==> config.mk <==
export PLATFORM = sky130hd
export DESIGN_NAME = simd_avgcmp
export DESIGN_NICKNAME = d
export VERILOG_FILES = /design/src/rtl/avgcmp_pkg.sv /design/src/rtl/avg_lanes.sv /design/src/rtl/fcmp_lane.sv /design/src/rtl/simd_avgcmp.sv
export SDC_FILE = /design/constraint.sdc
export NUM_CORES = 1
export LEC_CHECK = 0
export BUFFER_PORTS_ARGS = -buffer_cell sky130_fd_sc_hd__buf_2
export CORE_MARGIN = 3
export CORE_UTILIZATION = 52
export CTS_CLUSTER_DIAMETER = 40
export CTS_CLUSTER_SIZE = 16
export DETAILED_ROUTE_END_ITERATION = 10
export MAX_ROUTING_LAYER = met4
export PLACE_DENSITY = 0.85
export SYNTH_ARGS = -nofsm -noshare
export SYNTH_HDL_FRONTEND = slang
export SYNTH_SLANG_ARGS = --single-unit
==> constraint.sdc <==
create_clock -name clk -period 4.7 [get_ports clk]
set_input_delay 0.47 -clock clk [delete_from_list [all_inputs] [get_ports clk]]
set_output_delay 0.47 -clock clk [all_outputs]
set_load 0.05 [all_outputs]
==> src/rtl/avgcmp_pkg.sv <==
package avgcmp_pkg;

  localparam logic [7:0] SUF_AVG = 8'hBF;
  localparam logic [7:0] SUF_CEQ = 8'hB0;
  localparam logic [7:0] SUF_CGE = 8'h90;
  localparam logic [7:0] SUF_CGT = 8'hA0;

  typedef enum logic [2:0] {
    OP_AVG,
    OP_CEQ,
    OP_CGE,
    OP_CGT,
    OP_BAD
  } op_e;

  function automatic op_e decode_suffix(input logic [7:0] suf);
    op_e r;
    case (suf)
      SUF_AVG: r = OP_AVG;
      SUF_CEQ: r = OP_CEQ;
      SUF_CGE: r = OP_CGE;
      SUF_CGT: r = OP_CGT;
      default: r = OP_BAD;
    endcase
    return r;
  endfunction

endpackage

==> src/rtl/avg_lanes.sv <==
module avg_lanes #(
  parameter int DATA_W = 64,
  parameter int LANE_W = 8
) (
  input  logic [DATA_W-1:0] a,
  input  logic [DATA_W-1:0] b,
  output logic [DATA_W-1:0] y
);
  localparam int LANES = DATA_W / LANE_W;

  for (genvar i = 0; i < LANES; i++) begin : g_lane
    logic [LANE_W:0] sum;
    // widened by one bit so the carry survives the rounding add
    assign sum = {1'b0, a[i*LANE_W +: LANE_W]} + {1'b0, b[i*LANE_W +: LANE_W]}
               + {{LANE_W{1'b0}}, 1'b1};
    assign y[i*LANE_W +: LANE_W] = sum[LANE_W:1];
  end
endmodule

==> src/rtl/fcmp_lane.sv <==
module fcmp_lane #(
  parameter int EXP_W = 8,
  parameter int MAN_W = 23
) (
  input  logic [EXP_W+MAN_W:0] a,
  input  logic [EXP_W+MAN_W:0] b,
  output logic                 eq,
  output logic                 gt
);
  localparam int W = EXP_W + MAN_W + 1;

  logic nan_a, nan_b, zer_a, zer_b, unord;
  logic [W-2:0] mag_a, mag_b;
  logic signed [W:0] key_a, key_b;

  assign nan_a = (&a[W-2:MAN_W]) && (|a[MAN_W-1:0]);
  assign nan_b = (&b[W-2:MAN_W]) && (|b[MAN_W-1:0]);
  assign zer_a = ~|a[W-2:MAN_W];
  assign zer_b = ~|b[W-2:MAN_W];
  assign unord = nan_a | nan_b;

  // flushed magnitude, then signed key: sign-magnitude maps to two's complement
  assign mag_a = zer_a ? '0 : a[W-2:0];
  assign mag_b = zer_b ? '0 : b[W-2:0];
  assign key_a = a[W-1] ? -$signed({2'b00, mag_a}) : $signed({2'b00, mag_a});
  assign key_b = b[W-1] ? -$signed({2'b00, mag_b}) : $signed({2'b00, mag_b});

  assign eq = !unord && (key_a == key_b);
  assign gt = !unord && (key_a > key_b);
endmodule

==> src/rtl/simd_avgcmp.sv <==
module simd_avgcmp
  import avgcmp_pkg::*;
#(
  parameter int DATA_W  = 64,
  parameter int BYTE_W  = 8,
  parameter int FLT_W   = 32,
  parameter int EXP_W   = 8,
  parameter int TAG_W   = 16
) (
  input  logic              clk,
  input  logic              rst,
  input  logic              in_valid,
  input  logic [7:0]        op_code,
  input  logic [DATA_W-1:0] src_a,
  input  logic [DATA_W-1:0] src_b,
  input  logic              exit_req,
  output logic              out_valid,
  output logic [DATA_W-1:0] out_data,
  output logic              out_illegal,
  output logic [TAG_W-1:0]  tag_word
);
  localparam int FLANES = DATA_W / FLT_W;
  localparam int MAN_W  = FLT_W - 1 - EXP_W;

  // stage 1: capture and decode
  logic              s1_valid;
  op_e               s1_op;
  logic [DATA_W-1:0] s1_a, s1_b;

  always_ff @(posedge clk) begin
    if (rst) begin
      s1_valid <= 1'b0;
      s1_op    <= OP_BAD;
      s1_a     <= '0;
      s1_b     <= '0;
    end else begin
      s1_valid <= in_valid;
      s1_op    <= decode_suffix(op_code);
      s1_a     <= src_a;
      s1_b     <= src_b;
    end
  end

  // stage 2 datapath
  logic [DATA_W-1:0] avg_y;
  logic [FLANES-1:0] c_eq, c_gt;
  logic [DATA_W-1:0] res;

  avg_lanes #(.DATA_W(DATA_W), .LANE_W(BYTE_W)) u_avg (
    .a(s1_a), .b(s1_b), .y(avg_y)
  );

  for (genvar l = 0; l < FLANES; l++) begin : g_fl
    fcmp_lane #(.EXP_W(EXP_W), .MAN_W(MAN_W)) u_cmp (
      .a (s1_a[l*FLT_W +: FLT_W]),
      .b (s1_b[l*FLT_W +: FLT_W]),
      .eq(c_eq[l]),
      .gt(c_gt[l])
    );
  end

  always_comb begin
    res = '0;
    case (s1_op)
      OP_AVG: res = avg_y;
      OP_CEQ: for (int l = 0; l < FLANES; l++) res[l*FLT_W +: FLT_W] = {FLT_W{c_eq[l]}};
      OP_CGE: for (int l = 0; l < FLANES; l++) res[l*FLT_W +: FLT_W] = {FLT_W{c_eq[l] | c_gt[l]}};
      OP_CGT: for (int l = 0; l < FLANES; l++) res[l*FLT_W +: FLT_W] = {FLT_W{c_gt[l]}};
      default: res = '0;
    endcase
  end

  always_ff @(posedge clk) begin
    if (rst) begin
      out_valid   <= 1'b0;
      out_data    <= '0;
      out_illegal <= 1'b0;
    end else begin
      out_valid   <= s1_valid;
      out_data    <= res;
      out_illegal <= s1_valid && (s1_op == OP_BAD);
    end
  end

  // tag word: only the state-exit command touches it
  always_ff @(posedge clk) begin
    if (rst)           tag_word <= '0;
    else if (exit_req) tag_word <= '1;
  end
endmodule

[After elaboration in Yosys (flattened, before gate mapping)]
Cells that the tools add are included.
Word-level totals
  bits in registers: 199
  bits of input ports: 140
  output and inout port bits: 82
  logic and storage cells: 78
Cells by class
  add/subtract/negate cells: 20
  order comparisons: 2
  eq/ne operators: 10
  mux-type cells: 10
  bitwise gates (word level): 4
  reduce and logical (&&, ||, !) cells: 24
Operator list (count)
  64-bit one-hot mux with 4 select lines: 1
  33-bit 2-to-1 mux: 4
  31-bit negator with 33-bit output: 4
  31-bit 2-to-1 mux: 4
  23-bit OR reduction: 4
  8-bit by 8-bit adder with 9-bit output: 8
  9-bit by 1-bit adder with 9-bit output, second input constant: 8
  33-bit == test: 2
  33-bit > comparator: 2
  8-bit == test, second input constant: 4
  8-bit AND reduction: 4
  8-bit OR reduction: 4
  3-bit one-hot mux with 4 select lines: 1
  1-bit logical AND: 9
  3-bit by 2-bit == test with 1-bit output, second input constant: 2
  1-bit bitwise OR: 4
  3-bit by 1-bit == test with 1-bit output, second input constant: 1
  3-bit == test, second input constant: 1
  3-bit logical NOT: 1
  1-bit logical NOT: 2

[Longest topological paths before layout]
  depth in word-level cells: 8
  mapped depth: 23
  depth with buffers taken out: 18

[Modules after synthesis]
A second synthesis with hierarchy kept.
Unflattened totals
  cells, all modules: 1619
  area total of the unflattened synthesis: 13680.6 um^2
Modules (own cells, without submodules)
  simd_avgcmp: instances 1, cells each 569, area an instance 6185.9 um^2, seq. area each 3983.8 um^2
  fcmp_lane: instances 2, cells each 364, area an instance 2555.0 um^2, seq. area each 0.0 um^2
  avg_lanes: instances 1, cells each 322, area an instance 2384.8 um^2, seq. area each 0.0 um^2

[Worst setup path before layout]
No wires, ideal clock.
  path kind: register to register
  start: register s1_b[58]
  end: register out_data[39]
  library setup time: 0.138 ns
  data arrival time: 5.037 ns
  slack: -0.475 ns
  cell stages (with the launch flop): 20
  clock period less this slack: 5.175 ns
  cell sequence: dfxtp_1 or4_4 nor2_1 nand3_1 clkbuf_1 nand2_1 ha_1 inv_1 or3_4 or3_4 o21ai_1 xor2_1 ha_1 nand4_1 or4_1 o32a_1 and3_1 nor3_1 clkbuf_1 o211ai_1
On the way
  cells in the longest elaborated chain, start to end: 8
Ends and longest elaborated chain
  start, declared: line simd_avgcmp.sv:28  | logic [DATA_W-1:0] s1_a, s1_b;
  start signal, assigned: line simd_avgcmp.sv:40  | s1_b <= src_b;
  8-bit OR reduction: line fcmp_lane.sv:19  | assign zer_b = ~|b[W-2:MAN_W];
  31-bit 2-to-1 mux: line fcmp_lane.sv:24  | assign mag_b = zer_b ? '0 : b[W-2:0];
  31-bit negator with 33-bit output: line fcmp_lane.sv:26  | assign key_b = b[W-1] ? -$signed({2'b00, mag_b}) : $signed({2'b00, mag_b});
  33-bit 2-to-1 mux: line fcmp_lane.sv:26
  33-bit > comparator or 33-bit == test (tied branches): line fcmp_lane.sv:29, fcmp_lane.sv:28
  1-bit logical AND, on equally long branches: line fcmp_lane.sv:29, fcmp_lane.sv:28
  1-bit bitwise OR: line simd_avgcmp.sv:67  | OP_CGE: for (int l = 0; l < FLANES; l++) res[l*FLT_W +: FLT_W] = {FLT_W{c_eq[l] | c_gt[l]}};
  64-bit one-hot mux with 4 select lines (*): line simd_avgcmp.sv:64  | case (s1_op)
  end signal, assigned: line simd_avgcmp.sv:80  | out_data <= res;
  end, declared: line simd_avgcmp.sv:18  | output logic [DATA_W-1:0] out_data,
Mark *: on every way between the ends. The rest lies on a longest branch, timed or not.
A chain may end at the register's enable or synchronous reset.

[Worst setup path in the final report]
  start: register s1_a[25]
  end: register out_data[4]
On the way
  cells in the longest elaborated chain, start to end: 8
Ends and longest elaborated chain
  start, declared: line simd_avgcmp.sv:28
  start signal, assigned: line simd_avgcmp.sv:39  | s1_a <= src_a;
  8-bit OR reduction: line fcmp_lane.sv:18  | assign zer_a = ~|a[W-2:MAN_W];
  31-bit 2-to-1 mux: line fcmp_lane.sv:23  | assign mag_a = zer_a ? '0 : a[W-2:0];
  31-bit negator with 33-bit output: line fcmp_lane.sv:25  | assign key_a = a[W-1] ? -$signed({2'b00, mag_a}) : $signed({2'b00, mag_a});
  33-bit 2-to-1 mux: line fcmp_lane.sv:25
  33-bit > comparator or 33-bit == test (tied branches): line fcmp_lane.sv:29, fcmp_lane.sv:28
  1-bit logical AND, on equally long branches: line fcmp_lane.sv:29, fcmp_lane.sv:28
  1-bit bitwise OR: line simd_avgcmp.sv:67
  64-bit one-hot mux with 4 select lines (*): line simd_avgcmp.sv:64
Marked as above.

==> results.sh <==
export IMPL_synth_seq_cells=199
export IMPL_nFillCells=1952
export IMPL_grt_pass1_vias=11900
export IMPL_period_share_pct=99.9
export IMPL_hp_class="input pin to flop"
export IMPL_groute_layer_met2_usage_pct=49.0
export IMPL_synth_most_common_cell="dfxtp_1"
export IMPL_dp_hpwl_um=27700
export IMPL_wire_per_inst_um=17.7
export IMPL_maxCapViolations=0
export IMPL_grt_max_degree=71
export IMPL_rows=56
export IMPL_antenna_left=0
export IMPL_timing_hold_violations_final=0
export IMPL_drc_errors=0
export IMPL_hold_path_end="s1_b[23]"
export IMPL_start_util_pct=53.6
export IMPL_h_tree_depth=4
export IMPL_synth_edff_count=0
export IMPL_fmax_ghz=0.213
export IMPL_start_kind="flop"
export IMPL_cp_required_ns=4.98
export IMPL_ys_warn_count=0
export IMPL_status="finished clean"
export IMPL_vias=12200
export IMPL_r2r_end="out_data[4]"
export IMPL_path_class="flop to flop"
export IMPL_reg2regPathDepth=18
export IMPL_grt_pass1_wl_um=58200
export IMPL_overflow=0
export IMPL_r2r_setup_slack_ns=0.006
export IMPL_synth_ff_type="dfxtp_1"
export IMPL_die_area_sq_um=26400
export IMPL_clock_sinks=199
export IMPL_power_uw=4400
export IMPL_fin_crit_ns=4.69
export IMPL_syn_inst=1503
export IMPL_regToRegStartpoint="s1_a[25]"
export IMPL_clkTransAtPathRegs_ns=0.08
export IMPL_avgViaCountPerCell=5.83
export IMPL_cts_tree="built"
export IMPL_worst_pin_slew_ns=1.25
export IMPL_drt_iter0_drc=1267
export IMPL_num_io_pins=222
export IMPL_io_buffers=221
export IMPL_yosys_top_cells_count="dfxtp_1, nor2b_1, nand2_1"
export IMPL_cp_max_fo=10
export IMPL_setup_violations=0
export IMPL_fin_util_pct=65.0
export IMPL_die_y_um=162
export IMPL_yosysTopAreaCell="dfxtp_1"
export IMPL_syn_to_final_growth_pct=21.2
export IMPL_grt_busiest_layer="met2"
export IMPL_diodes=0
export IMPL_grt_met3_usage_pct=4.50
export IMPL_relSlewSlack_pct=16.2
export IMPL_holdPathStages=2
export IMPL_hold_path_startpoint="src_b[23]"
export IMPL_yosysUniqueCellTypes=72
export IMPL_grtUsageTotal_pct=27.8
export IMPL_drive_above_1_share_pct=23.4
export IMPL_yosysTopAreaCellShare_pct=31.3
export IMPL_clockBufferDepth=2
export IMPL_dr_pass1_iters=6
export IMPL_cts_buffers=17
export IMPL_core_sq_um=23800
export IMPL_fin_hold_ws_ns=0.230
export IMPL_synth_area_leaders="dfxtp_1, ha_1, nor2b_1"
export IMPL_die_w_um=162
export IMPL_dp_slack_ns=-0.106
export IMPL_syn_area_sq_um=12700
export IMPL_p_leak_uw=0.00706
export IMPL_fin_ws_ns=0.00605
export IMPL_seq_area_sq_um=3990
export IMPL_clock_skew_ns=0.0116
export IMPL_powerDensity_nw_per_um2=285
export IMPL_ys_seq_area_share_pct=31.3
export IMPL_rsz0062_at_grt="true"
export IMPL_insertion_delay_ns=0.44
export IMPL_tns_ns=0
export IMPL_wl_um=37100
export IMPL_finalNetCount=2032
export IMPL_place_congestion=0.964
export IMPL_syn_area_per_cell_sq_um=8.47
export IMPL_vdd_ir_drop_max_uv=169
export IMPL_cp_data_arrival_time_ns=4.98
export IMPL_grt_use_met1_pct=31.6
export IMPL_cts_root_buffer="clkbuf_16"
export IMPL_drv_slew=0
export IMPL_async_flop_share_pct=0
export IMPL_syn_num_nets=1777
export IMPL_cp_end_kind="flop"
export IMPL_antenna_found_initial=0
export IMPL_multi_input_area_sq_um=8520
[logic make-up after synthesis]
| family | synth area share (%) |
|---|---|
| AND/OR/NAND/NOR | 22.7 |
| AO/OA/AOI/OAI | 20.0 |
| flip-flops | 31.3 |
| adder cells (fa/ha/maj) | 13.6 |
| XOR/XNOR | 8.53 |
| buffers and inverters | 3.74 |
| multiplexers | 0.0786 |
[per-layer routing]
metal / wire [um] / part of all wire, %
met1: 14600 / 39
met4: 1370 / 3.7
met2: 18700 / 50
met3: 2420 / 6.5
met5: 0 / 0
[power by group]
group          internal (uW)  total [uW]  switching (uW)
registers               1750        1840            96.5
clock network            702        1420             718
logic                    506        1140             629
total                   2960        4400            1440
[cells in the final DEF (no fill, tap or decap), drive strengths merged, types with 12 or more instances in the layout]
cell type and n:
a21o 27, o41ai 14, o31ai 35, o211ai 12
a211oi 14, or3 18, clkbuf 18, xor2 56
buf 310, nor2 77, dfxtp 199, or4 17
nor2b 144, xnor2 68, o21a 17, nor3 29
nand3 29, nand2 143, nand4 25, inv 42
a21oi 57, nand2b 24, o21ai 142, ha 126
[critical path, stage by stage (launching register included)]
cell and delay (ns):
dfxtp_1 0.31, or4_4 0.56, or3_4 0.39, buf_4 0.19, o31a_1 0.13, nand2b_4 0.15
or2_4 0.26, o41ai_4 0.32, xnor2_1 0.13, ha_1 0.33, nand4_1 0.21, nor4_4 0.41
nand4_1 0.21, o311ai_1 0.13, mux2i_1 0.15, o221ai_2 0.22, buf_6 0.16, clkbuf_4 0.19
o21ai_0 0.09
[area by class of cell]
cell class,instances,share of cell area (%)
well taps,319,2.59
repair buffers,311,11.9
multi-input cells,1195,55.2
flip-flops and latches,199,25.8
clock buffers,17,2.76
clock inverters,14,0.876
inverters,34,0.843
[sequential cells by signal (all words and copies together) (netlist names)]
name / flops
out_data: 64
s1_a: 64
s1_b: 64
s1_op: 3
out_illegal: 1
out_valid: 1
s1_valid: 1
tag_word: 1
[through the flow]
step | cells | area, sq um
2_1_floorplan | 1503 | 12800
3_3_place_gp | 2037 | 14400
3_5_place_dp | 2037 | 14400
4_1_cts | 2076 | 15100
5_1_grt | 2089 | 15400
6_report | 2089 | 15400
[worst max-delay path by stage]
stage / start / to / slack (ns) / depth (start not counted)
6_report: s1_a[25] / out_data[4] / 0.006 / 18
5_1_grt: s1_a[11] / out_data[12] / -0.1 / 17
4_1_cts: s1_b[59] / out_data[58] / 0.006 / 19
3_5_place_dp: s1_b[61] / out_data[58] / -0.11 / 20
3_3_place_gp: s1_b[61] / out_data[62] / 0.07 / 18
2_1_floorplan: s1_b[61] / out_data[39] / 0.0002 / 19
[timing repair]
item | CTS | global route
gates cloned | 2 | 1
resized for setup | 16 | 76
pin swaps | 10 | 31
hold buffers | 0 | 0
endpoints found under the setup margin | 32 | 64
hold endpoints to repair | 0 | 0
buffers inserted | 6 | 12
Power figures use the tool's default switching activity.
